<file path="config.mk">
export PLATFORM = sky130hd
export DESIGN_NAME = bytepack_wr
export DESIGN_NICKNAME = d
export VERILOG_FILES = /design/src/rtl/bpk_pkg.sv /design/src/rtl/bpk_range_chk.sv /design/src/rtl/bpk_lane_asm.sv /design/src/rtl/bpk_fsm.sv /design/src/rtl/bytepack_wr.sv
export SDC_FILE = /design/constraint.sdc
export NUM_CORES = 1
export LEC_CHECK = 0
export ABC_AREA = 1
export BUFFER_PORTS_ARGS = -buffer_cell sky130_fd_sc_hd__buf_2
export CAP_MARGIN = 20
export CORE_MARGIN = 3
export CORE_UTILIZATION = 40
export CTS_CLUSTER_DIAMETER = 60
export CTS_CLUSTER_SIZE = 14
export DETAILED_ROUTE_END_ITERATION = 6
export SYNTH_ARGS = -nofsm -noshare
export SYNTH_HDL_FRONTEND = slang
export SYNTH_SLANG_ARGS = --single-unit
</file>
<file path="constraint.sdc">
create_clock -name clk -period 6.3 [get_ports clk]
set_clock_uncertainty 0.15 [all_clocks]
set_input_delay 0.315 -clock clk [delete_from_list [all_inputs] [get_ports clk]]
set_output_delay 0.315 -clock clk [all_outputs]
set_load 0.02 [all_outputs]
</file>
<file path="src/rtl/bpk_pkg.sv">
package bpk_pkg;

    typedef enum logic [2:0] {
        ST_IDLE,
        ST_FILL,
        ST_ISSUE,
        ST_WAIT,
        ST_DONE
    } bpk_state_e;

    typedef enum logic [1:0] {
        ERR_NONE  = 2'd0,
        ERR_RANGE = 2'd1,
        ERR_PGM   = 2'd2
    } bpk_err_e;

endpackage

</file>
<file path="src/rtl/bpk_range_chk.sv">
module bpk_range_chk #(
    parameter int ADDR_W    = 12,
    parameter int LEN_W     = 13,
    parameter int DEV_BYTES = 4096
) (
    input  logic [ADDR_W-1:0] offset,
    input  logic [LEN_W-1:0]  len,
    output logic              is_empty,
    output logic              out_of_range
);
    localparam int SUM_W = LEN_W + 1;

    logic [SUM_W-1:0] end_pos;

    always_comb begin
        end_pos      = SUM_W'(offset) + SUM_W'(len);
        is_empty     = (len == '0);
        out_of_range = (end_pos > SUM_W'(DEV_BYTES));
    end
endmodule

</file>
<file path="src/rtl/bpk_lane_asm.sv">
module bpk_lane_asm #(
    parameter int WORD_BYTES = 4,
    parameter int LANE_W     = 2
) (
    input  logic                    clk,
    input  logic                    rst_n,
    input  logic                    clear,
    input  logic [LANE_W-1:0]       start_lane,
    input  logic                    take,
    input  logic [7:0]              byte_in,
    output logic [WORD_BYTES*8-1:0] word,
    output logic [LANE_W-1:0]       lane,
    output logic [LANE_W:0]         fill_cnt
);
    // One register per lane; a cleared lane reads as erased (all ones)
    for (genvar g = 0; g < WORD_BYTES; g++) begin : g_lane
        logic [7:0] lane_q;
        always_ff @(posedge clk or negedge rst_n) begin
            if (!rst_n)
                lane_q <= 8'hFF;
            else if (clear)
                lane_q <= 8'hFF;
            else if (take && lane == LANE_W'(g))
                lane_q <= byte_in;
        end
        assign word[g*8 +: 8] = lane_q;
    end

    always_ff @(posedge clk or negedge rst_n) begin
        if (!rst_n) begin
            lane     <= '0;
            fill_cnt <= '0;
        end else if (clear) begin
            lane     <= start_lane;
            fill_cnt <= '0;
        end else if (take) begin
            lane     <= lane + LANE_W'(1);
            fill_cnt <= fill_cnt + (LANE_W+1)'(1);
        end
    end
endmodule

</file>
<file path="src/rtl/bpk_fsm.sv">
module bpk_fsm
    import bpk_pkg::*;
(
    input  logic       clk,
    input  logic       rst_n,
    input  logic       req_valid,
    input  logic       is_empty,
    input  logic       out_of_range,
    input  logic       in_valid,
    input  logic       last_in_word,
    input  logic       remain_zero,
    input  logic       pgm_ready,
    input  logic       resp_valid,
    input  logic       resp_fail,
    output logic       req_ready,
    output logic       accept,
    output logic       in_ready,
    output logic       take,
    output logic       pgm_valid,
    output logic       word_pass,
    output logic       word_fail,
    output logic       done
);
    bpk_state_e state_q, state_d;

    always_ff @(posedge clk or negedge rst_n) begin
        if (!rst_n)
            state_q <= ST_IDLE;
        else
            state_q <= state_d;
    end

    always_comb begin
        state_d = state_q;
        unique case (state_q)
            ST_IDLE:
                if (req_valid)
                    state_d = (is_empty || out_of_range) ? ST_DONE : ST_FILL;
            ST_FILL:
                if (in_valid && last_in_word)
                    state_d = ST_ISSUE;
            ST_ISSUE:
                if (pgm_ready)
                    state_d = ST_WAIT;
            ST_WAIT:
                if (resp_valid) begin
                    if (resp_fail || remain_zero)
                        state_d = ST_DONE;
                    else
                        state_d = ST_FILL;
                end
            ST_DONE:
                state_d = ST_IDLE;
            default:
                state_d = ST_IDLE;
        endcase
    end

    always_comb begin
        req_ready = (state_q == ST_IDLE);
        accept    = req_ready && req_valid;
        in_ready  = (state_q == ST_FILL);
        take      = in_ready && in_valid;
        pgm_valid = (state_q == ST_ISSUE);
        word_pass = (state_q == ST_WAIT) && resp_valid && !resp_fail;
        word_fail = (state_q == ST_WAIT) && resp_valid && resp_fail;
        done      = (state_q == ST_DONE);
    end
endmodule

</file>
<file path="src/rtl/bytepack_wr.sv">
module bytepack_wr
    import bpk_pkg::*;
#(
    parameter int ADDR_W     = 12,
    parameter int DEV_BYTES  = 4096,
    parameter int WORD_BYTES = 4,
    localparam int LEN_W     = ADDR_W + 1,
    localparam int DATA_W    = WORD_BYTES * 8
) (
    input  logic              clk,
    input  logic              rst_n,
    input  logic              req_valid,
    output logic              req_ready,
    input  logic [ADDR_W-1:0] req_offset,
    input  logic [LEN_W-1:0]  req_len,
    input  logic              in_valid,
    output logic              in_ready,
    input  logic [7:0]        in_data,
    output logic              pgm_valid,
    input  logic              pgm_ready,
    output logic [ADDR_W-1:0] pgm_addr,
    output logic [DATA_W-1:0] pgm_data,
    input  logic              pgm_resp_valid,
    input  logic              pgm_resp_fail,
    output logic              done,
    output logic [LEN_W-1:0]  committed,
    output logic [1:0]        err_code
);
    localparam int LANE_W = $clog2(WORD_BYTES);
    localparam logic [ADDR_W-1:0] ALIGN_MASK = ~ADDR_W'(WORD_BYTES - 1);

    logic              is_empty, out_of_range;
    logic              accept, take, word_pass, word_fail;
    logic              last_in_word, remain_zero, asm_clear;
    logic [LANE_W-1:0] lane, start_lane;
    logic [LANE_W:0]   fill_cnt;
    logic [ADDR_W-1:0] addr_q;
    logic [LEN_W-1:0]  remain_q, committed_q;
    bpk_err_e          err_q;

    bpk_range_chk #(
        .ADDR_W    (ADDR_W),
        .LEN_W     (LEN_W),
        .DEV_BYTES (DEV_BYTES)
    ) u_range (
        .offset       (req_offset),
        .len          (req_len),
        .is_empty     (is_empty),
        .out_of_range (out_of_range)
    );

    assign last_in_word = (lane == LANE_W'(WORD_BYTES - 1)) || (remain_q == LEN_W'(1));
    assign remain_zero  = (remain_q == '0);

    bpk_fsm u_fsm (
        .clk          (clk),
        .rst_n        (rst_n),
        .req_valid    (req_valid),
        .is_empty     (is_empty),
        .out_of_range (out_of_range),
        .in_valid     (in_valid),
        .last_in_word (last_in_word),
        .remain_zero  (remain_zero),
        .pgm_ready    (pgm_ready),
        .resp_valid   (pgm_resp_valid),
        .resp_fail    (pgm_resp_fail),
        .req_ready    (req_ready),
        .accept       (accept),
        .in_ready     (in_ready),
        .take         (take),
        .pgm_valid    (pgm_valid),
        .word_pass    (word_pass),
        .word_fail    (word_fail),
        .done         (done)
    );

    assign asm_clear  = accept || word_pass;
    assign start_lane = accept ? req_offset[LANE_W-1:0] : '0;

    bpk_lane_asm #(
        .WORD_BYTES (WORD_BYTES),
        .LANE_W     (LANE_W)
    ) u_asm (
        .clk        (clk),
        .rst_n      (rst_n),
        .clear      (asm_clear),
        .start_lane (start_lane),
        .take       (take),
        .byte_in    (in_data),
        .word       (pgm_data),
        .lane       (lane),
        .fill_cnt   (fill_cnt)
    );

    always_ff @(posedge clk or negedge rst_n) begin
        if (!rst_n) begin
            addr_q      <= '0;
            remain_q    <= '0;
            committed_q <= '0;
            err_q       <= ERR_NONE;
        end else if (accept) begin
            addr_q      <= req_offset & ALIGN_MASK;
            remain_q    <= req_len;
            committed_q <= '0;
            err_q       <= (!is_empty && out_of_range) ? ERR_RANGE : ERR_NONE;
        end else begin
            if (take)
                remain_q <= remain_q - LEN_W'(1);
            if (word_pass) begin
                committed_q <= committed_q + LEN_W'(fill_cnt);
                addr_q      <= addr_q + ADDR_W'(WORD_BYTES);
            end
            if (word_fail)
                err_q <= ERR_PGM;
        end
    end

    assign pgm_addr  = addr_q;
    assign committed = committed_q;
    assign err_code  = err_q;
endmodule

</file>
# [Word level (Yosys, flattened, before mapping)]
# Index checks and enable logic that the tools add are counted.
# W data, S select, Z words.
[word_totals] reg_bits=80 output_inout_bits=63 elab_cells=89
[op_classes] n_addsub=6 magnitude_cmp=1 n_eq_ne=12 n_mux=29 reduce_logical=30
[op_table] cell="$mux W8" count=8
[op_table] cell="$mux W13" count=4
[op_table] cell="$logic_not A13 Y1" count=2
[op_table] cell="$mux W12" count=2
[op_table] cell="$mux W3" count=8
[op_table] cell="$reduce_bool A2 Y1" count=8
[op_table] cell="$add A12 B13 Y14" count=1
[op_table] cell="$gt A14 B13 Y1 const B" count=1
[op_table] cell="$add A13 B3 Y13" count=1
[op_table] cell="$eq A13 B1 Y1 const B" count=1
[op_table] cell="$sub A13 B1 Y13 const B" count=1
[op_table] cell="$add A12 B3 Y12 const B" count=1
[op_table] cell="$pmux W3 S4" count=1
[op_table] cell="$logic_and A1 B1 Y1" count=11
[op_table] cell="$mux W2" count=5
[op_table] cell="$eq A3 B2 Y1 const B" count=2
[op_table] cell="$eq A2 B2 Y1 const B" count=2
[op_table] cell="$logic_or A1 B1 Y1" count=4
[op_table] cell="$ne A2 B1 Y1 const B" count=2
[op_table] cell="$ne A2 B2 Y1 const B" count=2
[op_table] cell="$reduce_and A4 Y1" count=1
[op_table] cell="$add A3 B1 Y3 const B" count=1
[op_table] cell="$eq A3 B1 Y1 const B" count=1
[op_table] cell="$eq A3 B3 Y1 const B" count=1
[op_table] cell="other kinds (6)" count=7

# [Logic depth before layout (Yosys ltp)]
[depth] ltp_word=6 mapped_depth=18 mapped_depth_nobuf=18

# [Hierarchy]
# A second synthesis with hierarchy kept.
[hier_totals] hier_cells=697 area_unflattened_um2=5203.7
[modules_own_cells] mod="bytepack_wr" n_inst=1 cells_each=302 area_each_um2=2384.8
[modules_own_cells] mod="bpk_lane_asm" n_inst=1 cells_each=190 area_each_um2=1736.7
[modules_own_cells] mod="bpk_range_chk" n_inst=1 cells_each=156 area_each_um2=797.0
[modules_own_cells] mod="bpk_fsm" n_inst=1 cells_each=49 area_each_um2=285.3

# [Worst setup path after synthesis]
# Ideal clock, no wire load.
[synth_path] path_type="register to register" start="register committed_q[0] (netlist: committed[0])" end="register committed_q[10] (netlist: committed[10])" arrival_ns=1.960 required_time_ns=6.027 path_slack_ns=4.066 path_stages_with_launch=14 n_path_buf=0 path_cell_list="dfrtp_1 > ha_1 > inv_1 > fa_1 > nor2_1 > o21ai_0 > nor2_2 > nand3_1 > inv_2 > nand3_1 > clkinv_1 > nand2_1 > o21ai_1 > a21oi_1"
[synth_via] elab_chain_cells=3
[synth_rtl] item="start: declaration" line="bytepack_wr.sv:38" source="logic [LEN_W-1:0] remain_q, committed_q;"
[synth_rtl] item="start signal: assignment" line="bytepack_wr.sv:110" source="committed_q <= committed_q + LEN_W'(fill_cnt);"
[synth_rtl] item="$add A13 B3 Y13" line="bytepack_wr.sv:110"
[synth_rtl] item="$mux W13" line="bytepack_wr.sv:109" source="if (word_pass) begin"
[synth_rtl] item="$mux W13" line="bytepack_wr.sv:101" source="end else if (accept) begin"
# Every way passes these cells. The select of a mux whose other input is x is not followed.
# A chain may end at the register's enable or synchronous reset.

# [Final worst setup path]
[layout_path] start="register u_fsm.state_q[2]" end="register u_asm.g_lane[3].lane_q[7]"
[layout_via] elab_chain_cells=5
[layout_rtl] item="start: declaration" line="bpk_fsm.sv:24" source="bpk_state_e state_q, state_d;"
[layout_rtl] item="start signal: assignment" line="bpk_fsm.sv:30" source="state_q <= state_d;"
[layout_rtl] item="$eq A3 B2 Y1" line="bpk_fsm.sv:65" source="word_pass = (state_q == ST_WAIT) && resp_valid && !resp_fail;"
[layout_rtl] item="$logic_and A1 B1 Y1 (2 in series)" line="bpk_fsm.sv:65"
[layout_rtl] item="$logic_or A1 B1 Y1" line="bytepack_wr.sv:77" source="assign asm_clear = accept || word_pass;"
[layout_rtl] item="$mux W8 / $reduce_bool A2 Y1 (equally long branches)"
[layout_rtl] item="end signal: assignment" line="bpk_lane_asm.sv:24" source="lane_q <= byte_in;"
[layout_rtl] item="end: declaration" line="bpk_lane_asm.sv:17" source="logic [7:0] lane_q;"
# Several ways; a longest one is shown, not always the timed one.

==> summary.md <==
| Metric | Value |
|---|---|
| Critical Path, Cell by Cell | nor3_2, nand2_2, clkinv_2, nor2_4, inv_2, nor2_1, a21oi_1 |
| Startpoint types | flip-flop |
| Maximum VDD drop | 143.2 uV |
| Hold Fails Final Rpt | 5 |
| Gr usage total | 19.53% |
| Clk slew on worst S/H paths | 0.06 ns |
| Final cell count without fillers | 865 |
| Max Clk Rate | 342.3 MHz |
| Crit Reg-Reg Endpoint | u_asm.g_lane[3].lane_q[7] |
| Flop2flop setup slack | 3.38 ns |
| Combinational fraction of design power | 43.2% |
| Setup repair after global routing missed its margin | no |
| Initial Utilization | 41.34% |
| PortBufs | 100 |
| Layout cell share with drive strength beyond 1 | 23.68% |
| Die height | 115.3 um |
| CTS Root Cell | clkbuf_16 |
| H-tree Lvls | 3 |
| Total of max-cap violations | 0 |
| Failing checks | negative hold slack |
| CP max stage cell | clkinv_2 |
| Worst path top cell family by delay | simple AND/OR/NAND/NOR gates |
| Chip Width | 115.3 um |
| Outcome | finished, violations left |
| Post-CTS Setup Bufs | 0 |
| Worst Path Buf+Inv | 2 |
| Sequential fraction of the synthesis area | 41.66% |
| Largest net degree at the start of global routing | 79 |
| Final hold slack | -0.02021 ns |
| Power density over cell area | 460.0 mW/mm^2 |
| Worst-Skew Late Latency | 0.33 ns |
| Largest stage delay, worst path | 0.53 ns |
| CTS max path bufs | 2 |
| Most frequent cell after synthesis | nand2_1 |
| Final std cell area, no fill | 0.005698 mm^2 |
| Vias in the first global route | 4243 |
| CTS resizes | 0 |
| Share of the synthesized area in the top cell type | 24.08% |
| Global-route wire length before repair | 20.62 mm |
| Worst-Margin Slew | 0.9721 ns |
| Synth top cells by count | nand2_1, nor2_1, inv_1 |
| TritonCTS clock tree | done |
| DR vias/cell | 5.210 |
| Post-Syn Area | 0.004781 mm^2 |
| Area after DPL | 0.005380 mm^2 |
| CP Data Arrival Time | 3.01 ns |
| Part of the power in the clock network | 21.3% |
| Tmin final | 2.922 ns |
| 1st-iter DRT viols | 316 |
| Via count | 4507 |
| Die area | 0.01330 mm^2 |
| Syn_area_per_cell | 7.711 um^2 |
| Worst-case reg-to-reg path depth | 7 |
| CORE AREA | 0.01156 mm^2 |
| WL/cell | 14.78 um |
| Worst hold path type | primary input to async pin |
| Synth async-reset ratio | 100.0% |
| #FFs+latches synth | 78 |
| Detailed placement HPWL | 9.885 mm |
| Leak pwr | 2.825 nW |
| Congestion Overflow GR | 0 |
| NetSw | 0.001117 W |
| Yosys warns | 0 |
| Cell taking the most area after synthesis | dfrtp_1 |
| Worst path required time | 6.39 ns |
| Nets | 783 |
| Residual DRC | 0 |
| Diode count | 0 |
| TNS Setup | 0 ns |
| Max-slew violation count | 0 |
| Drt pass-1 iters | 5 |
| Initial antenna violation count | 0 |
| FP Rows | 39 |
| Final worst-path cycle share | 46.37% |
| Worst r2r src | u_fsm.state_q[2] |
| Area Growth Syn to Fin | 19.18% |
| Cells after DPL | 849 |
| Worst Path Max Fanout | 31 |
| Relative slew slack | 35.19% |
| Critical path capture point type | flip-flop |
| Post-Syn Instances | 620 |
| Synth Flop Type | dfrtp_1 |
| Internal power | 0.001504 W |
| Post-synth EDFFs | 0 |
| Clk sinks | 78 |
| Sw frac | 42.61% |
| WS Path Type | flip-flop to flip-flop |
| WL final | 12.79 mm |
| I/O pin count | 103 |
| Setup violations, final | 0 |
| Top cells by area, synth | dfrtp_1, dfstp_2, nand2_1, a21oi_1, nor2_1 |
| Quantity of hold-fixing buffers added after cts | 0 |
| Routability cong. | 0.8600 |
| Sequential share of power | 35.5% |
| # fillers | 1151 |
| DRT antenna net count | 0 |
| Yosys cell types | 51 |
| TritonCTS Buffers | 9 |
## how the worst max path moves through the flow
| stage | startpoint | depth (start not counted) | endpoint |
|---|---|---|---|
| after floorplan | committed[0] | 13 | committed[10] |
| after global placement | u_fsm.state_q[2] | 9 | pgm_addr[7] |
| after detailed placement | u_fsm.state_q[2] | 7 | u_asm.g_lane[3].lane_q[3] |
| after CTS | u_fsm.state_q[2] | 7 | u_asm.g_lane[3].lane_q[7] |
| after global routing | u_fsm.state_q[2] | 9 | pgm_addr[7] |
| final | u_fsm.state_q[2] | 7 | u_asm.g_lane[3].lane_q[7] |
## cells by family after synthesis
family	after synthesis	share of synthesized area (%)
adder cells (fa/ha/maj)	26	7.119
AND/OR/NAND/NOR	283	25.83
XOR/XNOR	10	1.832
flip-flops	78	41.66
AO/OA/AOI/OAI	126	15.28
buffers and inverters	96	8.191
other	1	0.07844
## placed cells by master, fill, tap and decap left out, types with 2 or more instances in the layout
cell type  netlist  final
o22ai_1          3      3
nand4_1          5      5
a21oi_1         62     62
nand2_4          2      2
o221ai_1         3      3
a22oi_1          2      2
a31oi_1          4      4
nor2_2           2      2
nand2_1        129    129
xor2_1           7      7
xnor2_1          3      3
nor3b_1          2      2
o211ai_1         6      6
nor4_1           4      4
nor2_1          81     81
fa_1             2      2
bufinv_16        0      2
o311ai_0         3      3
nor2_4           2      2
nor3_2           3      3
nand3_1         33     33
clkbuf_1         4      3
o21ai_1          3      3
conb_1           1      2
nor3_1          11     11
nand2_2          5      5
dfrtp_1         46     46
ha_1            24     24
o21ai_0         27     27
inv_1           73     73
a211oi_1         4      4
clkbuf_16        0      9
buf_2            3     99
inv_2            6      6
dfstp_2         32     32
## power by group through the flow
stage / sequential [W] / clock, W / combinational, W
after floorplan: 0.00108 / 0 / 0.000652
after global placement: 0.000931 / 0 / 0.00111
after detailed placement: 0.000940 / 0 / 0.00114
after CTS: 0.000933 / 0.000571 / 0.00114
after global routing: 0.000960 / 0.000595 / 0.00128
final: 0.000931 / 0.000558 / 0.00113
## metal layers
| metal | up-vias | wire length (um) | track usage [%] |
|---|---|---|---|
| li1 | 2238 | - | - |
| met1 | 2122 | 5734 | 25.07 |
| met2 | 129 | 6258 | 33.72 |
| met3 | 18 | 613 | 3.947 |
| met4 | 0 | 178 | 4.930 |
| met5 | - | 0 | 0 |
## stage by stage
stage | total power [W] | utilization [%] | worst slack [ns] | hold WS (ns)
final | 0.002621 | 49.27 | 3.378 | -0.02021
after global routing | 0.002833 | 49.27 | 3.081 | 0.06767
after CTS | 0.002646 | 49.27 | 3.391 | 0.03512
after detailed placement | 0.002080 | 46.52 | 3.420 | 0.3404
after global placement | 0.002043 | 46.52 | 3.531 | 0.3222
after floorplan | 0.001732 | - | 4.066 | -0.1306
## flip-flops by register name, summed over array words and instances, names as in the netlist
register / count
u_asm.lane: 2
err_code: 2
pgm_addr: 10
u_asm.fill_cnt: 3
committed: 13
u_asm.g_lane.lane_q: 32
remain_q: 13
u_fsm.state_q: 3
## cell type report
class / count / area (um^2) / share of cell area [%]
Multi-Input combinational cell: 447 / 2401 / 42.14
Sequential cell: 78 / 1992 / 34.96
Timing Repair Buffer: 100 / 503.0 / 8.827
Inverter: 81 / 305.3 / 5.358
Clock buffer: 13 / 250.2 / 4.392
Tap cell: 143 / 178.9 / 3.140
Clock inverter: 3 / 67.56 / 1.186
No activity file was read; power rests on OpenSTA's default activity.
